**src/rtl/nsc_pkg.sv**
```systemverilog
package nsc_pkg;
    localparam int NIB    = 4;
    localparam int WORD_W = 2 * NIB;
    localparam int FLAG_W = 3;
    localparam int F_LT   = 0;
    localparam int F_EQ   = 1;
    localparam int F_GT   = 2;

    typedef enum logic [3:0] {
        OP_RSVD  = 4'd0,
        OP_LIT   = 4'd1,
        OP_LOAD  = 4'd2,
        OP_STORE = 4'd3,
        OP_INC   = 4'd4,
        OP_DEC   = 4'd5,
        OP_SEL   = 4'd6,
        OP_CMPL  = 4'd7,
        OP_CMPR  = 4'd8,
        OP_PCCLR = 4'd9,
        OP_BRLT  = 4'd10,
        OP_BREQ  = 4'd11,
        OP_BRGT  = 4'd12,
        OP_IN    = 4'd13,
        OP_OUT   = 4'd14,
        OP_NOP   = 4'd15
    } opcode_e;

    typedef enum logic [1:0] {
        ST_HALT  = 2'd0,
        ST_FETCH = 2'd1,
        ST_EXEC  = 2'd2
    } state_e;
endpackage

```
**src/rtl/nsc_progmem.sv**
```systemverilog
module nsc_progmem #(
    parameter int AW = 8,
    parameter int DW = 8
) (
    input  logic          clk,
    input  logic          we,
    input  logic [AW-1:0] waddr,
    input  logic [DW-1:0] wdata,
    input  logic [AW-1:0] raddr,
    output logic [DW-1:0] rdata
);
    localparam int DEPTH = 1 << AW;

    logic [DW-1:0] mem [DEPTH];

    // Write at the edge; read is combinational, so a same-edge fetch sees the old word.
    always_ff @(posedge clk) begin
        if (we) mem[waddr] <= wdata;
    end

    assign rdata = mem[raddr];
endmodule

```
**src/rtl/nsc_regfile.sv**
```systemverilog
module nsc_regfile #(
    parameter int W    = 4,
    parameter int NREG = 4
) (
    input  logic                    clk,
    input  logic                    rst,
    input  logic                    we,
    input  logic [$clog2(NREG)-1:0] sel,
    input  logic [W-1:0]            wdata,
    output logic [W-1:0]            rdata
);
    logic [NREG-1:0][W-1:0] rd_vec;

    for (genvar i = 0; i < NREG; i++) begin : g_reg
        logic [W-1:0] q;
        always_ff @(posedge clk) begin
            if (rst)                      q <= '0;
            else if (we && sel == i[$clog2(NREG)-1:0]) q <= wdata;
        end
        assign rd_vec[i] = q;
    end

    assign rdata = rd_vec[sel];
endmodule

```
**src/rtl/nsc_cmp.sv**
```systemverilog
module nsc_cmp
    import nsc_pkg::*;
#(
    parameter int W = 4
) (
    input  logic [W-1:0]      a,
    input  logic [W-1:0]      b,
    output logic [FLAG_W-1:0] flags
);
    always_comb begin
        flags       = '0;
        flags[F_LT] = (a < b);
        flags[F_EQ] = (a == b);
        flags[F_GT] = (a > b);
    end
endmodule

```
**src/rtl/nibble_seg_cpu.sv**
```systemverilog
module nibble_seg_cpu
    import nsc_pkg::*;
#(
    parameter int NIB_W = NIB,
    parameter int NREG  = 4
) (
    input  logic                 clk,
    input  logic                 rst,
    input  logic                 run,
    input  logic                 ld_we,
    input  logic [2*NIB_W-1:0]   ld_addr,
    input  logic [2*NIB_W-1:0]   ld_data,
    input  logic [NIB_W-1:0]     in_port,
    output logic [NIB_W-1:0]     out_port,
    output logic [NIB_W-1:0]     acc_o,
    output logic [FLAG_W-1:0]    flags_o,
    output logic [NIB_W-1:0]     seg_o,
    output logic [NIB_W-1:0]     pc_o
);
    localparam int IW     = 2 * NIB_W;
    localparam int PAW    = 2 * NIB_W;
    localparam int RSEL_W = $clog2(NREG);

    state_e              state_q, state_d;
    logic [IW-1:0]       ir_q;
    logic [NIB_W-1:0]    acc_q, out_q, seg_q, pc_q;
    logic [RSEL_W-1:0]   rsel_q;
    logic [FLAG_W-1:0]   flags_q;

    opcode_e             op;
    logic [NIB_W-1:0]    dat;
    logic [IW-1:0]       pm_rdata;
    logic [NIB_W-1:0]    rf_rdata;
    logic [NIB_W-1:0]    cmp_b;
    logic [FLAG_W-1:0]   cmp_flags;
    logic                rf_we;
    logic                is_exec;

    assign op      = opcode_e'(ir_q[IW-1 -: NIB_W]);
    assign dat     = ir_q[NIB_W-1:0];
    assign is_exec = (state_q == ST_EXEC);
    assign rf_we   = is_exec && (op == OP_STORE);
    assign cmp_b   = (op == OP_CMPR) ? rf_rdata : dat;

    nsc_progmem #(.AW(PAW), .DW(IW)) u_pm (
        .clk   (clk),
        .we    (ld_we),
        .waddr (ld_addr),
        .wdata (ld_data),
        .raddr ({seg_q, pc_q}),
        .rdata (pm_rdata)
    );

    nsc_regfile #(.W(NIB_W), .NREG(NREG)) u_rf (
        .clk   (clk),
        .rst   (rst),
        .we    (rf_we),
        .sel   (rsel_q),
        .wdata (acc_q),
        .rdata (rf_rdata)
    );

    nsc_cmp #(.W(NIB_W)) u_cmp (
        .a     (acc_q),
        .b     (cmp_b),
        .flags (cmp_flags)
    );

    // Next-state logic
    always_comb begin
        state_d = state_q;
        unique case (state_q)
            ST_HALT:  if (run) state_d = ST_FETCH;
            ST_FETCH: state_d = run ? ST_EXEC  : ST_HALT;
            ST_EXEC:  state_d = run ? ST_FETCH : ST_HALT;
            default:  state_d = ST_HALT;
        endcase
    end

    // State register
    always_ff @(posedge clk) begin
        if (rst) state_q <= ST_HALT;
        else     state_q <= state_d;
    end

    // Datapath registers driven by the current state
    always_ff @(posedge clk) begin
        if (rst) begin
            ir_q    <= '0;
            acc_q   <= '0;
            out_q   <= '0;
            seg_q   <= '0;
            pc_q    <= '0;
            rsel_q  <= '0;
            flags_q <= '0;
        end else begin
            unique case (state_q)
                ST_FETCH: if (run) ir_q <= pm_rdata;
                ST_EXEC: begin
                    pc_q <= pc_q + 1'b1;
                    unique case (op)
                        OP_LIT:   acc_q   <= dat;
                        OP_LOAD:  acc_q   <= rf_rdata;
                        OP_STORE: ;
                        OP_INC:   acc_q   <= acc_q + 1'b1;
                        OP_DEC:   acc_q   <= acc_q - 1'b1;
                        OP_SEL:   rsel_q  <= acc_q[RSEL_W-1:0];
                        OP_CMPL:  flags_q <= cmp_flags;
                        OP_CMPR:  flags_q <= cmp_flags;
                        OP_PCCLR: pc_q    <= '0;
                        OP_BRLT:  if (flags_q[F_LT]) begin seg_q <= acc_q; pc_q <= '0; end
                        OP_BREQ:  if (flags_q[F_EQ]) begin seg_q <= acc_q; pc_q <= '0; end
                        OP_BRGT:  if (flags_q[F_GT]) begin seg_q <= acc_q; pc_q <= '0; end
                        OP_IN:    acc_q   <= in_port;
                        OP_OUT:   out_q   <= acc_q;
                        OP_RSVD:  ;
                        OP_NOP:   ;
                    endcase
                end
                default: ;
            endcase
        end
    end

    assign out_port = out_q;
    assign acc_o    = acc_q;
    assign flags_o  = flags_q;
    assign seg_o    = seg_q;
    assign pc_o     = pc_q;


    p_reset_clears_r1: assert property (@(posedge clk)
        rst |=> (acc_q == '0 && pc_q == '0 && seg_q == '0 && flags_q == '0
                 && out_q == '0 && state_q == ST_HALT));


    p_halt_frozen_r2: assert property (@(posedge clk) disable iff (rst)
        (state_q == ST_HALT && !run) |=>
            ($stable(acc_q) && $stable(pc_q) && $stable(seg_q) && $stable(out_q) && $stable(flags_q)));


    p_inc_wrap_r5: assert property (@(posedge clk) disable iff (rst)
        (is_exec && op == OP_INC) |=> (acc_q == $past(acc_q) + 1'b1 && $stable(flags_q)));


    p_flags_onehot0_r7: assert property (@(posedge clk) disable iff (rst)
        $onehot0(flags_q));

    p_cmp_sets_one_r7: assert property (@(posedge clk) disable iff (rst)
        (is_exec && (op == OP_CMPL || op == OP_CMPR)) |=> ($countones(flags_q) == 1));


    p_branch_taken_r8: assert property (@(posedge clk) disable iff (rst)
        (is_exec && op == OP_BREQ && flags_q[F_EQ]) |=> (pc_q == '0 && seg_q == $past(acc_q)));


    p_pc_step_r9: assert property (@(posedge clk) disable iff (rst)
        (is_exec && op != OP_PCCLR && op != OP_BRLT && op != OP_BREQ && op != OP_BRGT)
            |=> (pc_q == $past(pc_q) + 1'b1 && $stable(seg_q)));


    p_out_hold_r11: assert property (@(posedge clk) disable iff (rst)
        !(is_exec && op == OP_OUT) |=> $stable(out_q));
endmodule

```
**config.mk**
```make
export PLATFORM = sky130hd
export DESIGN_NAME = nibble_seg_cpu
export DESIGN_NICKNAME = d
export VERILOG_FILES = /design/src/rtl/nsc_pkg.sv /design/src/rtl/nsc_progmem.sv /design/src/rtl/nsc_regfile.sv /design/src/rtl/nsc_cmp.sv /design/src/rtl/nibble_seg_cpu.sv
export SDC_FILE = /design/constraint.sdc
export NUM_CORES = 2
export LEC_CHECK = 0
export BUFFER_PORTS_ARGS = -buffer_cell sky130_fd_sc_hd__buf_4
export CAP_MARGIN = 40
export CORE_AREA = 4 4 432 434
export CTS_CLUSTER_DIAMETER = 40
export DETAILED_ROUTE_END_ITERATION = 12
export DIE_AREA = 0 0 436 438
export SLEW_MARGIN = 5
export SYNTH_ARGS = -nofsm -noshare
export SYNTH_HDL_FRONTEND = slang
export SYNTH_HIERARCHICAL = 1
export SYNTH_SLANG_ARGS = --single-unit
```
**constraint.sdc**
```tcl
create_clock -name clk -period 2.65 [get_ports clk]
set_input_delay 0.1325 -clock clk [delete_from_list [all_inputs] [get_ports clk]]
set_output_delay 0.1325 -clock clk [all_outputs]
set_load 0.005 [all_outputs]
```
# Yosys cells after proc, flatten, opt, wreduce, memory -nomap -nowiden
# Memories as Yosys holds them, arrays and structs flattened. A register that Yosys moved wholly into a read port is not among the register bits.
# Cells that the tools add are included.
# op_classes
n_addsub	3
n_mul	0
div_mod_pow	0
n_lt_le_gt_ge	3
n_eq_ne	24
shift	0
mux	18
n_bitwise	0
reduce_logical	16
# ops
cell	count
$mux W4	8
$eq A4 B4 Y1 const B	7
$pmux W4 S5	1
$eq A4 B3 Y1 const B	4
$pmux W4 S4	1
$pmux W4 S3	1
$reduce_and A2 Y1	5
$add A4 B1 Y4 const B	2
$bmux W4 S2	1
$eq A4 B2 Y1 const B	2
$ne A2 B2 Y1 const B	4
$eq A2 B2 Y1 const B	3
$pmux W2 S3	1
$logic_and A1 B1 Y1	5
$reduce_and A5 Y1	1
$reduce_bool A5 Y1	1
$eq A2 B1 Y1 const B	2
$eq A4 B1 Y1 const B	1
$eq A4 B4 Y1	1
$gt A4 B4 Y1	1
$logic_not A2 Y1	2
$lt A4 B4 Y1	1
$mux W2	2
$sub A4 B1 Y4 const B	1
other kinds (4)	6
# word_totals
ff_bits	39
latch_bits	0
mem_bits_rw	2048
rom_bits	0
wordCells	76
n_memories	1
# mem_list
name	depth	width	rd	rd_ports_with_merged_regs	wr	line_no	rtl
u_pm.mem	256	8	1	1	1	nsc_progmem.sv:14	logic [DW-1:0] mem [DEPTH];

# Longest topological paths before layout
# depth
depth_word	4
depth_mapped	13
ltp_nobuf	9

# Hierarchy
# The synthesis kept the hierarchy.
# modules_own_cells
module	n_inst	cells_each	area_per_inst_um2	seq_area_each_um2
nsc_progmem	1	3725	79396.1	61499.0
nibble_seg_cpu	1	193	1722.9	620.6
nsc_regfile	1	66	779.5	320.3
nsc_cmp	1	16	128.9	0.0

# Worst setup path after synthesis
# Ideal clock, no wire load.
# synth_path
path_kind	flip-flop to flip-flop
startpoint	register pc_q[0], in the netlist pc_o[0]
endpoint	register ir_q[2] (read register of u_pm.mem)
setup_time_ns	0.128
arrival_ns	2.437
slack_ns	0.086
path_stages_with_launch	12
path_buffers	4
path_cell_list	dfxtp_1 -> buf_6 -> buf_12 -> buf_8 -> buf_2 -> mux4_2 -> a22oi_1 -> a21oi_1 -> nor4_1 -> nor4_2 -> mux2i_1 -> nor2_1
# synth_rtl
item	line_no	rtl
start: declaration	nibble_seg_cpu.sv:26	logic [NIB_W-1:0] acc_q, out_q, seg_q, pc_q;
start signal: assignment	nibble_seg_cpu.sv:100	pc_q <= pc_q + 1'b1;
end: declaration	nibble_seg_cpu.sv:25	logic [IW-1:0] ir_q;

==> report_table.html <==
<table>
<tr><th>Metric</th><th>Value</th></tr>
<tr><th colspan="2">Hold path</th></tr>
<tr><td>Path type of the worst min-delay path</td><td>in -&gt; reg</td></tr>
<tr><th colspan="2">Detailed routing</th></tr>
<tr><td>Remaining design rule violation count</td><td>0</td></tr>
<tr><td>Routed WL</td><td>218 mm</td></tr>
<tr><td>Vias</td><td>44.2k</td></tr>
<tr><td>Detailed Route Iter0 Violations</td><td>5076</td></tr>
<tr><td>Antenna Nets Post-Route</td><td>0</td></tr>
<tr><td>Routed wire per std cell</td><td>29.1 um</td></tr>
<tr><td>1st-pass router iterations</td><td>5</td></tr>
<tr><td>Routed vias/inst</td><td>5.89</td></tr>
<tr><th colspan="2">Cells and area</th></tr>
<tr><td>Sequential cell area</td><td>62500 um2</td></tr>
<tr><td>Layout overhead on the synthesized area</td><td>23.7%</td></tr>
<tr><td>Fill count</td><td>13.8k</td></tr>
<tr><td>Layout cell share with drive strength beyond 1</td><td>0.368</td></tr>
<tr><td>Footprint of the multi-input gates</td><td>18900 um2</td></tr>
<tr><td>Number of nets in the final layout</td><td>4948</td></tr>
<tr><th colspan="2">Worst setup path</th></tr>
<tr><td>Crit path capture type</td><td>register</td></tr>
<tr><td>Data arrival time of the worst path</td><td>3830 ps</td></tr>
<tr><td>Setup slack of the worst register-to-register path</td><td>-420 ps</td></tr>
<tr><td>Required arrival time at the worst endpoint</td><td>3420 ps</td></tr>
<tr><td>Max Fanout on Critical Path</td><td>12</td></tr>
<tr><td>Startpoint type of the worst setup path</td><td>register</td></tr>
<tr><td>WS Path Type</td><td>reg -&gt; reg</td></tr>
<tr><th colspan="2">STA</th></tr>
<tr><td>Worst hold margin</td><td>114 ps</td></tr>
<tr><td>Setup violators final</td><td>8</td></tr>
<tr><td>Crit path time final</td><td>3070 ps</td></tr>
<tr><td>Worst Clk Skew</td><td>51.9 ps</td></tr>
<tr><td>Max_slew headroom</td><td>0.404</td></tr>
<tr><td>Setup TNS</td><td>-3040 ps</td></tr>
<tr><td>Final Hold Violating Endpoints</td><td>0</td></tr>
<tr><td>Fmax achieved</td><td>326 MHz</td></tr>
<tr><td>Tcrit/Tclk final</td><td>1.16</td></tr>
<tr><td>Final Max Tran Viols</td><td>0</td></tr>
<tr><td>Worst Setup Slack, final</td><td>-417 ps</td></tr>
<tr><td>Worst Max-Slew Pin Slew</td><td>891 ps</td></tr>
<tr><td>Setup repair after global routing missed its margin</td><td>yes</td></tr>
<tr><th colspan="2">Placement</th></tr>
<tr><td>GPL Wtd Cong</td><td>0.849</td></tr>
<tr><td>Count of port buffers added during placement</td><td>42</td></tr>
<tr><td>Detail Placement HPWL</td><td>138 mm</td></tr>
<tr><td>Pre-CTS WS</td><td>-1060 ps</td></tr>
<tr><th colspan="2">Power</th></tr>
<tr><td>Int Power</td><td>58.9 mW</td></tr>
<tr><td>Part of the total power dissipated in combinational logic</td><td>0.041</td></tr>
<tr><td>Register share of total power</td><td>0.487</td></tr>
<tr><td>Total Power Consumption</td><td>74.9 mW</td></tr>
<tr><td>Switching share of power</td><td>0.214</td></tr>
<tr><td>IR drop worst, VDD</td><td>0.699 mV</td></tr>
<tr><td>Areal power density over the cells</td><td>738 nW/um2</td></tr>
<tr><td>Part of the total power dissipated in the clock network</td><td>0.472</td></tr>
<tr><td>Switching component of the power</td><td>16.0 mW</td></tr>
<tr><td>Standby leakage power</td><td>32.6 nW</td></tr>
<tr><th colspan="2">Floorplanning</th></tr>
<tr><td>Boundary Pins</td><td>43</td></tr>
<tr><td>Initial core utilization</td><td>0.449</td></tr>
<tr><td>Die width</td><td>436 um</td></tr>
<tr><td>Die span in y</td><td>438 um</td></tr>
<tr><td>Total number of placement rows</td><td>157</td></tr>
<tr><td>Die outline area</td><td>191000 um2</td></tr>
<tr><td>Core ar.</td><td>183000 um2</td></tr>
<tr><th colspan="2">Global route</th></tr>
<tr><td>Antenna violations before repair</td><td>11</td></tr>
<tr><td>Global-route wire length before repair</td><td>315 mm</td></tr>
<tr><td>Largest net degree at the start of global routing</td><td>111</td></tr>
<tr><td>Vias in the first global route</td><td>44.1k</td></tr>
<tr><td>Overflow after GRT</td><td>0</td></tr>
<tr><td>Global routing usage summed across all routing layers</td><td>0.226</td></tr>
<tr><th colspan="2">Synth</th></tr>
<tr><td>Syn_nets</td><td>4031</td></tr>
<tr><td>Top cells by area in the synthesized netlist</td><td>sky130_fd_sc_hd__edfxtp_1, sky130_fd_sc_hd__mux4_2, sky130_fd_sc_hd__mux2i_1, sky130_fd_sc_hd__nor2_1, sky130_fd_sc_hd__a22oi_1</td></tr>
<tr><td>Cell variety after synth</td><td>76</td></tr>
<tr><td>#FFs+latches synth</td><td>2095</td></tr>
<tr><td>Number of instances in the synthesized netlist</td><td>4000</td></tr>
<tr><td>Prevailing post-synth register cell</td><td>sky130_fd_sc_hd__edfxtp_1</td></tr>
<tr><td>Ys Warns</td><td>6</td></tr>
<tr><td>Mean area per synthesized cell</td><td>20.5 um2</td></tr>
<tr><td>Library cell with the largest summed area after synthesis</td><td>sky130_fd_sc_hd__edfxtp_1</td></tr>
<tr><td>Synth top area share</td><td>0.750</td></tr>
<tr><td>Sequential area share after synthesis</td><td>0.761</td></tr>
<tr><td>Number of enable flip-flop cells after synthesis</td><td>2048</td></tr>
<tr><td>Cell area after synthesis</td><td>82000 um2</td></tr>
<tr><td>Post-synthesis async set-or-reset flop share</td><td>0</td></tr>
<tr><th colspan="2">Run status</th></tr>
<tr><td>Failing checks</td><td>setup timing</td></tr>
<tr><td>Status</td><td>complete, but fails checks</td></tr>
<tr><th colspan="2">Clock tree</th></tr>
<tr><td>Root buf cell</td><td>sky130_fd_sc_hd__clkbuf_16</td></tr>
<tr><td>Clock Sink Count</td><td>2095</td></tr>
<tr><td>Longest Clk Path Bufs</td><td>4</td></tr>
<tr><td>Worst-path clk slew</td><td>60 ps</td></tr>
<tr><td>Worst-Skew Late Latency</td><td>930 ps</td></tr>
<tr><td>Num CTS Buffers</td><td>279</td></tr>
<tr><td>TritonCTS clock tree</td><td>built</td></tr>
<tr><td>Total number of H-tree levels</td><td>5</td></tr>
<tr><th colspan="2">Job</th></tr>
<tr><td>Max-cap viol count</td><td>0</td></tr>
</table>
cells by family (layout without fill, tap and decap cells):
family,after synthesis,in the layout,synth area share
compound gates,424,424,0.0368
xor+xnor,2,2,0.000214
simple gates,573,573,0.0331
buf+inv,262,1373,0.0194
fa+ha+maj,7,7,0.00107
flops,2095,2095,0.761
other cells,0,2,0
mux,637,637,0.148
cells in the mapped netlist (9+ instances only):
cell                       number
sky130_fd_sc_hd__mux4_2       454
sky130_fd_sc_hd__nand4_1       10
sky130_fd_sc_hd__nand2_1       41
sky130_fd_sc_hd__buf_1         24
sky130_fd_sc_hd__edfxtp_1    2048
sky130_fd_sc_hd__a21oi_1      105
sky130_fd_sc_hd__buf_6         24
sky130_fd_sc_hd__a22oi_1      133
sky130_fd_sc_hd__o211ai_1      12
sky130_fd_sc_hd__buf_8         13
sky130_fd_sc_hd__mux2i_1      171
sky130_fd_sc_hd__nand3_1       42
sky130_fd_sc_hd__buf_4         28
sky130_fd_sc_hd__buf_2         34
sky130_fd_sc_hd__a221oi_1      13
sky130_fd_sc_hd__a211oi_1      16
sky130_fd_sc_hd__nand2b_1      43
sky130_fd_sc_hd__nor2b_1       35
sky130_fd_sc_hd__dfxtp_1       47
sky130_fd_sc_hd__nor4_1        25
sky130_fd_sc_hd__nor3_1        24
sky130_fd_sc_hd__o22ai_1       29
sky130_fd_sc_hd__o221ai_1      48
sky130_fd_sc_hd__o21ai_0       14
sky130_fd_sc_hd__nor2_1       307
sky130_fd_sc_hd__and2_1         9
sky130_fd_sc_hd__clkbuf_1     125
critical path: stages, from the launching register on:
cell and delay, ps:
sky130_fd_sc_hd__dfxtp_4 380, sky130_fd_sc_hd__buf_12 130, sky130_fd_sc_hd__buf_16 150, sky130_fd_sc_hd__buf_16 170, sky130_fd_sc_hd__buf_12 170, sky130_fd_sc_hd__buf_16 160
sky130_fd_sc_hd__buf_4 120, sky130_fd_sc_hd__mux4_2 510, sky130_fd_sc_hd__mux2i_1 150, sky130_fd_sc_hd__buf_4 160, sky130_fd_sc_hd__o221ai_1 160, sky130_fd_sc_hd__a211oi_1 220
sky130_fd_sc_hd__buf_4 170, sky130_fd_sc_hd__nor4_1 50, sky130_fd_sc_hd__mux2i_1 150, sky130_fd_sc_hd__nor2_1 60
metrics by stage:
stage                     instance area (um2)  cells   util
final                                  101000   7498  0.555
after global routing                   101000   7498  0.555
after CTS                              101000   7452  0.551
after detailed placement                90200   6895  0.494
after global placement                  90100   6889  0.493
after floorplan                         82000   4000      -
cells in the final DEF, fill, tap and decap left out, types with 11 or more instances in the layout:
cell and instances:
sky130_fd_sc_hd__edfxtp_1 2048, sky130_fd_sc_hd__buf_4 729, sky130_fd_sc_hd__mux4_2 455, sky130_fd_sc_hd__nor2_1 301, sky130_fd_sc_hd__clkbuf_16 291, sky130_fd_sc_hd__mux2i_1 164, sky130_fd_sc_hd__a22oi_1 109, sky130_fd_sc_hd__a21oi_1 97
sky130_fd_sc_hd__buf_12 76, sky130_fd_sc_hd__nand2b_1 43, sky130_fd_sc_hd__nand2_1 41, sky130_fd_sc_hd__o221ai_1 41, sky130_fd_sc_hd__dfxtp_1 41, sky130_fd_sc_hd__nand3_1 40, sky130_fd_sc_hd__clkinv_2 33, sky130_fd_sc_hd__clkinv_1 33
sky130_fd_sc_hd__inv_6 31, sky130_fd_sc_hd__o22ai_1 29, sky130_fd_sc_hd__nor2b_1 27, sky130_fd_sc_hd__clkbuf_1 27, sky130_fd_sc_hd__dlygate4sd3_1 27, sky130_fd_sc_hd__clkinvlp_4 26, sky130_fd_sc_hd__a22oi_2 24, sky130_fd_sc_hd__buf_16 22
sky130_fd_sc_hd__buf_6 15, sky130_fd_sc_hd__nor3_1 14, sky130_fd_sc_hd__bufinv_16 13, sky130_fd_sc_hd__buf_8 13, sky130_fd_sc_hd__o211ai_1 12, sky130_fd_sc_hd__clkinv_4 12, sky130_fd_sc_hd__nor4_4 12, sky130_fd_sc_hd__a211oi_1 12
sky130_fd_sc_hd__inv_8 11
area by class of cell:
cell class,count,share of cell area
clock buffers,315,0.0719
well taps,2385,0.0294
clock inverters,160,0.0138
diodes,2,0.0000493
flip-flops and latches,2095,0.616
multi-input cells,1643,0.186
inverters,6,0.000222
repair buffers,892,0.0830
final timing paths:
| check | startpoint | end | cells past startpoint |
|---|---|---|---|
| worst max-delay path | pc_o[0] | ir_q[5] | 15 |
| worst min-delay path | ld_we | u_pm/mem[22][6] | 4 |
| worst max register to register | pc_o[0] | ir_q[5] | 15 |
| worst min register to register | u_rf/g_reg[0].q[3] | u_rf/g_reg[0].q[3] | 2 |
layer usage:
layer | global-route usage | routed length, um | vias up
met5 | 0 | 13 | -
met4 | 0.0595 | 5790 | 2
met3 | 0.0422 | 18200 | 343
met2 | 0.357 | 104000 | 2000
met1 | 0.328 | 90600 | 23300
li1 | - | - | 18500
power by group through the flow:
stage	Combinational [mW]	Clock, mW	Sequential, mW
finish	3.08	35.3	36.5
global route	3.23	37.4	36.4
CTS	3.00	35.9	36.5
detailed placement	2.77	0	37.2
global placement	2.73	0	37.1
floorplan	1.10	0	37.1
flip-flops by register name (all words and copies together), names as in the netlist:
signal    count
flags_o       3
out_port      4
seg_o         4
state_q       2
pc_o          4
acc_o         4
ir_q          8
u_pm/mem   2048
rsel_q        2
u_rf/g.q     16
repair_timing:
item                        CTS  global route
hold endpoints to repair   1504             0
gates cloned                 12             4
hold buffers                 28             0
setup endpoints to repair     8             8
setup buffers                43            47
pin swaps                    25            30
resized for setup           141            82
No activity file was read; power rests on OpenSTA's default activity.
